## config.mk

```make
export PLATFORM = sky130hd
export DESIGN_NAME = dkc_host_front
export DESIGN_NICKNAME = d
export VERILOG_FILES = /design/src/rtl/dkc_pkg.sv /design/src/rtl/dkc_cmd_status.sv /design/src/rtl/dkc_drq.sv /design/src/rtl/dkc_irq_route.sv /design/src/rtl/dkc_host_front.sv
export SDC_FILE = /design/constraint.sdc
export NUM_CORES = 1
export LEC_CHECK = 0
export BUFFER_PORTS_ARGS = -buffer_cell sky130_fd_sc_hd__buf_2
export CAP_MARGIN = 20
export CORE_UTILIZATION = 45
export DETAILED_ROUTE_END_ITERATION = 8
export PLACE_DENSITY = 0.79
export SYNTH_ARGS = -nofsm -noshare
export SYNTH_HDL_FRONTEND = slang
export SYNTH_SLANG_ARGS = --single-unit
```

## constraint.sdc

```tcl
create_clock -name clk -period 1.5 [get_ports clk]
set_input_delay 0.3 -clock clk [delete_from_list [all_inputs] [get_ports clk]]
set_output_delay 0.3 -clock clk [all_outputs]
set_load 0.01 [all_outputs]
```

## src/rtl/dkc_pkg.sv

```systemverilog
package dkc_pkg;
  // status byte bit positions
  localparam int ST_ERR_BIT  = 0;
  localparam int ST_BAD_BIT  = 1;
  localparam int ST_CORR_BIT = 2;
  localparam int ST_DRQ_BIT  = 3;
  localparam int ST_BUSY_BIT = 7;
  // command byte bit positions
  localparam int CMD_DMA_BIT     = 0;
  localparam int CMD_NONREAD_BIT = 4;

  typedef struct packed {
    logic busy;
    logic err;
    logic corr;
    logic bad;
  } dkc_state_t;

  function automatic logic [7:0] dkc_status_byte(dkc_state_t s, logic drq);
    logic [7:0] b;
    b = '0;
    b[ST_BUSY_BIT] = s.busy;
    b[ST_ERR_BIT]  = s.err;
    b[ST_CORR_BIT] = s.corr;
    b[ST_BAD_BIT]  = s.bad;
    b[ST_DRQ_BIT]  = drq;
    return b;
  endfunction
endpackage

```

## src/rtl/dkc_cmd_status.sv

```systemverilog
module dkc_cmd_status
  import dkc_pkg::*;
#(
  parameter int DATA_W = 8
) (
  input  logic              clk,
  input  logic              rst,
  input  logic              cmd_wr,
  input  logic [DATA_W-1:0] cmd_byte,
  input  logic              stat_rd,
  input  logic              seq_done,
  input  logic              seq_err,
  input  logic              seq_corr,
  input  logic              seq_bad,
  input  logic              buf_drained,
  output logic [DATA_W-1:0] cmd_q,
  output dkc_state_t        st_q,
  output logic              ctl_irq
);
  logic wait_drain_q;
  logic is_read, is_dma_read, finish, arm_drain;

  assign is_read     = ~cmd_q[CMD_NONREAD_BIT];
  assign is_dma_read = is_read & cmd_q[CMD_DMA_BIT];
  assign finish      = st_q.busy &
                       ((seq_done & ~is_dma_read & ~wait_drain_q) |
                        (wait_drain_q & buf_drained));
  assign arm_drain   = st_q.busy & seq_done & is_dma_read & ~wait_drain_q;

  always_ff @(posedge clk) begin
    if (rst) begin
      cmd_q        <= '0;
      st_q         <= '0;
      wait_drain_q <= 1'b0;
      ctl_irq      <= 1'b0;
    end else if (cmd_wr) begin
      cmd_q        <= cmd_byte;
      st_q.busy    <= 1'b1;
      st_q.err     <= 1'b0;
      st_q.corr    <= 1'b0;
      st_q.bad     <= 1'b0;
      wait_drain_q <= 1'b0;
      ctl_irq      <= 1'b0;
    end else begin
      if (st_q.busy && seq_err)  st_q.err  <= 1'b1;
      if (st_q.busy && seq_corr) st_q.corr <= 1'b1;
      if (st_q.busy && seq_bad) begin
        st_q.bad <= 1'b1;
        st_q.err <= 1'b1;
      end
      if (arm_drain) wait_drain_q <= 1'b1;
      if (finish) begin
        st_q.busy    <= 1'b0;
        wait_drain_q <= 1'b0;
        ctl_irq      <= 1'b1;
      end else if (stat_rd) begin
        ctl_irq <= 1'b0;
      end
    end
  end


  cmd_busy_chk: assert property (@(posedge clk) disable iff (rst)
    cmd_wr |=> st_q.busy && !st_q.err && !st_q.corr && !st_q.bad && !ctl_irq);

  done_irq_chk: assert property (@(posedge clk) disable iff (rst)
    (!cmd_wr && st_q.busy && seq_done && !is_dma_read && !wait_drain_q)
      |=> ctl_irq && !st_q.busy);

  dma_hold_chk: assert property (@(posedge clk) disable iff (rst)
    (!cmd_wr && arm_drain) |=> st_q.busy && !ctl_irq);

  corr_keep_chk: assert property (@(posedge clk) disable iff (rst)
    (!cmd_wr && st_q.busy && seq_corr && !seq_done && !buf_drained)
      |=> st_q.corr && st_q.busy);

  rd_clear_chk: assert property (@(posedge clk) disable iff (rst)
    (stat_rd && !cmd_wr && !finish) |=> !ctl_irq);
endmodule

```

## src/rtl/dkc_drq.sv

```systemverilog
module dkc_drq (
  input  logic clk,
  input  logic rst,
  input  logic byte_rdy,
  input  logic data_acc,
  input  logic cyl_acc,
  output logic drq_line,
  output logic drq_bit
);
  always_ff @(posedge clk) begin
    if (rst) begin
      drq_line <= 1'b0;
      drq_bit  <= 1'b0;
    end else begin
      if (byte_rdy)                 drq_line <= 1'b1;
      else if (data_acc || cyl_acc) drq_line <= 1'b0;
      if (byte_rdy)                 drq_bit  <= 1'b1;
      else if (data_acc)            drq_bit  <= 1'b0;
    end
  end


  drq_set_chk: assert property (@(posedge clk) disable iff (rst)
    byte_rdy |=> drq_line && drq_bit);

  cyl_line_chk: assert property (@(posedge clk) disable iff (rst)
    (cyl_acc && !byte_rdy) |=> !drq_line);

  cyl_bit_chk: assert property (@(posedge clk) disable iff (rst)
    (cyl_acc && !byte_rdy && !data_acc) |=> $stable(drq_bit));
endmodule

```

## src/rtl/dkc_irq_route.sv

```systemverilog
module dkc_irq_route (
  input  logic clk,
  input  logic rst,
  input  logic use_ctl,
  input  logic ctl_irq,
  input  logic ext_irq,
  output logic sys_irq
);
  always_ff @(posedge clk) begin
    if (rst) sys_irq <= 1'b0;
    else     sys_irq <= use_ctl ? ctl_irq : ext_irq;
  end


  route_ext_chk: assert property (@(posedge clk) disable iff (rst)
    (!use_ctl && !ext_irq) |=> !sys_irq);
endmodule

```

## src/rtl/dkc_host_front.sv

```systemverilog
module dkc_host_front
  import dkc_pkg::*;
#(
  parameter int ADDR_W      = 3,
  parameter int DATA_W      = 8,
  parameter int DATA_ADDR   = 0,
  parameter int CYL_LO_ADDR = 4,
  parameter int CMD_ADDR    = 7
) (
  input  logic              clk,
  input  logic              rst,
  input  logic              host_rd,
  input  logic              host_wr,
  input  logic [ADDR_W-1:0] host_addr,
  input  logic [DATA_W-1:0] host_wdata,
  output logic [DATA_W-1:0] host_rdata,
  input  logic              seq_done,
  input  logic              seq_err,
  input  logic              seq_corr,
  input  logic              seq_bad,
  input  logic              seq_byte_rdy,
  input  logic              buf_drained,
  input  logic              dma_tc_irq,
  output logic              ctl_irq,
  output logic              drq_line,
  output logic              sys_irq
);
  localparam logic [ADDR_W-1:0] A_DATA = ADDR_W'(DATA_ADDR);
  localparam logic [ADDR_W-1:0] A_CYL  = ADDR_W'(CYL_LO_ADDR);
  localparam logic [ADDR_W-1:0] A_CMD  = ADDR_W'(CMD_ADDR);

  logic              acc, cmd_wr, stat_rd, data_acc, cyl_acc, drq_bit;
  logic [DATA_W-1:0] cmd_q;
  dkc_state_t        st_q;
  logic [7:0]        status_b;

  assign acc      = host_rd | host_wr;
  assign cmd_wr   = host_wr & (host_addr == A_CMD);
  assign stat_rd  = host_rd & (host_addr == A_CMD);
  assign data_acc = acc & (host_addr == A_DATA);
  assign cyl_acc  = acc & (host_addr == A_CYL);

  dkc_cmd_status #(.DATA_W(DATA_W)) u_cmd_status (
    .clk(clk), .rst(rst), .cmd_wr(cmd_wr), .cmd_byte(host_wdata),
    .stat_rd(stat_rd), .seq_done(seq_done), .seq_err(seq_err),
    .seq_corr(seq_corr), .seq_bad(seq_bad), .buf_drained(buf_drained),
    .cmd_q(cmd_q), .st_q(st_q), .ctl_irq(ctl_irq)
  );

  dkc_drq u_drq (
    .clk(clk), .rst(rst), .byte_rdy(seq_byte_rdy), .data_acc(data_acc),
    .cyl_acc(cyl_acc), .drq_line(drq_line), .drq_bit(drq_bit)
  );

  dkc_irq_route u_route (
    .clk(clk), .rst(rst), .use_ctl(cmd_q[CMD_NONREAD_BIT]),
    .ctl_irq(ctl_irq), .ext_irq(dma_tc_irq), .sys_irq(sys_irq)
  );

  assign status_b = dkc_status_byte(st_q, drq_bit);

  always_ff @(posedge clk) begin
    if (rst)          host_rdata <= '0;
    else if (stat_rd) host_rdata <= DATA_W'(status_b);
    else if (host_rd) host_rdata <= '0;
  end


  reset_quiet_chk: assert property (@(posedge clk)
    rst |=> !ctl_irq && !drq_line && !sys_irq && host_rdata == '0);

  cmd_wins_chk: assert property (@(posedge clk) disable iff (rst)
    (cmd_wr && seq_done) |=> st_q.busy && !ctl_irq);
endmodule

```

==> out/results.txt <==
GRT Resource Usage Total = 16.4%
R2R setup slack = 0.54 ns
Warnings from Yosys = 0
Final period util = 73.2%
H-tree depth = 1
Chip width = 39.8 um
Lkg Pwr = 0.374 nW
Combinational family with the most area after synthesis = simple AND/OR/NAND/NOR gates
Total power draw = 0.785 mW
Outcome = complete, no violations
Port bufs = 23
Fmax = 911 MHz
Slowest cell on the critical path = dfxtp_1
Die Y = 39.8 um
Core ar. = 1320 um2
Crit Path Category = flip-flop to output port
Final setup fails = 0
Arrival time worst endpoint = 0.80 ns
Non-Filler Instances = 109
CTS buffer count = 3
Most common cell in the netlist = dfxtp_1
Initial Util = 48.9%
RSZ-0062 raised after global routing = false
Top cells by instance count after synthesis = dfxtp_1 (16), nor2_1 (11), a21oi_1 (10)
Worst reg2reg path endpoint = u_cmd_status.ctl_irq
Worst Setup SP = u_cmd_status.ctl_irq
Adder-cell share of the synthesized area = 0%
Final setup margin = 0.402 ns
CTS clk-pin slew, worst paths = 0.10 ns
Post-synthesis sequential area ratio = 49.7%
Initial antenna violation count = 0
Min-delay src = buf_drained
Antenna Cells = 0
DR vias = 551
Later-pin clock latency in the skew report = 0.29 ns
Clock tree root buffer cell = clkbuf_4
Type of origin of the critical path = flip-flop
Data required, critical path = 1.20 ns
Post-CTS Setup Inserts = 0
#FFs+latches synth = 16
Family with the most delay on the worst path = flip-flops
Routability cong. = 0.670
Mapped Cells = 70
Num ports = 33
Dpl ws = 0.317 ns
PostCTS Resize Cnt = 0
Synth top area share = 49.7%
Crit. End Element = output port
GRT Residual Overflow = 0
Min Hold Slack = 0.219 ns
Synth Area in Simple Gates = 21.2%
Cts hold-fix bufs = 0
Maximum VDD drop = 0.680 mV
Crit path time final = 1.10 ns
TritonCTS clock tree = done
Synth Area in Compound Gates = 16.9%
Worst Path Max Fanout = 3
Via-per-instance ratio = 5.06
Min-delay worst type = input port to flip-flop
Hold Crit Depth = 2
Max clock buf depth = 2
P&R area growth vs syn = 21.7%
R2R depth = 3
Core Rows = 13
Ys flop type = dfxtp_1
Post-synth EDFFs = 0
Reg-to-reg startpoint = u_cmd_status.st_q[3]
Post-layout net count = 117
# clock sinks = 16
Synth unique cells = 23
Max Cap Viol = 0
Share of layout cells above drive strength 1 = 29.8%
Pin count of the biggest net entering global routing = 15
Total Die Area = 1590 um2
DRT iter0 DRCs = 4
Hold worst-path end = u_cmd_status.wait_drain_q
Final clock skew = 0.00762 ns
Wire length per cell = 10.3 um
Final hold vios = 0
DRT antenna net count = 0
Post-Synth XOR/XNOR Area = 0%
Crit path buffers/inverters = 1
Placed cell count = 105
Power Density = 1000 nW/um2
DRC violations left = 0
DP HPWL = 841 um
Top area cells in the synthesized netlist = dfxtp_1 (50%), a21oi_1 (7.8%), nor2_1 (6.4%)
Synth Cell Area = 644 um2
Synth area leader = dfxtp_1
TNS Setup = 0 ns
Post-synthesis mux area share = 4.66%
TritonRoute pass-1 iters = 4
Syn avg cell area = 9.21 um2
Post-synth ARST share = 0%
Slew Viols, Final = 0
Crit-path cells = buf_2
First-pass GRT wire length = 1620 um
Vias in the first global route = 390
Total Wirelength = 1130 um
Crit-path max cell delay = 0.37 ns
## registers in the layout, summed over array words and instances, names as in the netlist
name,count
u_route.sys_irq,1
u_cmd_status.ctl_irq,1
u_drq.drq_bit,1
u_cmd_status.wait_drain_q,1
u_cmd_status.st_q,4
host_rdata,5
u_drq.drq_line,1
u_cmd_status.cmd_q,2
## cells in the final DEF, fill, tap and decap left out
| master | count |
|---|---|
| nor2_1 | 11 |
| a2bb2oi_1 | 1 |
| a311oi_1 | 1 |
| o2bb2ai_1 | 1 |
| o21ai_0 | 2 |
| dfxtp_1 | 16 |
| clkbuf_8 | 1 |
| buf_2 | 23 |
| clkbuf_4 | 3 |
| or3b_1 | 1 |
| and2b_1 | 2 |
| and4_4 | 1 |
| nand2b_1 | 3 |
| a21oi_1 | 10 |
| nand2_1 | 1 |
| conb_1 | 3 |
| o31ai_1 | 1 |
| o41ai_1 | 1 |
| nor2b_1 | 5 |
| mux2i_1 | 3 |
| nand4_1 | 1 |
| a31oi_1 | 1 |
| inv_1 | 2 |
## kinds of logic (layout without fill, tap and decap cells)
logic type	count (synthesis)	after routing
AND/OR/NAND/NOR	25	25
AO/OA/AOI/OAI	18	18
flip-flops	16	16
buffers and inverters	7	29
multiplexers	3	3
other	1	3
## worst max path at each step
stage / to / slack [ns] / cells after the start
5_1_grt: ctl_irq / 0.34 / 1
3_5_place_dp: u_cmd_status.ctl_irq / 0.32 / 4
3_3_place_gp: u_cmd_status.ctl_irq / 0.32 / 4
6_report: ctl_irq / 0.40 / 1
4_1_cts: ctl_irq / 0.40 / 1
2_1_floorplan: u_cmd_status.ctl_irq / 0.46 / 4
## report_power, final
group	switching (mW)	total, mW	internal (mW)
Clock	0.134	0.282	0.148
Sequential	0.00546	0.440	0.434
Combinational	0.0345	0.0641	0.0296
## metal layers
layer | global-route usage (%) | up-vias | wire (um)
li1 | - | 285 | -
met1 | 20.1 | 246 | 499
met2 | 23.4 | 18 | 540
met3 | 8.52 | 2 | 72
met4 | 7.76 | 0 | 15
met5 | 0 | - | 0
## through the flow
stage          instance area (um2)  utilization, %
3_5_place_dp                   748            56.8
4_1_cts                        785            59.5
5_1_grt                        785            59.5
2_1_floorplan                  652               -
6_report                       785            59.5
3_3_place_gp                   748            56.8
## area by class of cell
type	instances	area [um2]
clock buffer	4	36.3
fill	127	533
inverter	2	7.51
multi-input combinational	49	287
sequential	16	320
tap	15	18.8
timing repair buffer	23	115
(Power assumes the default switching activity.)
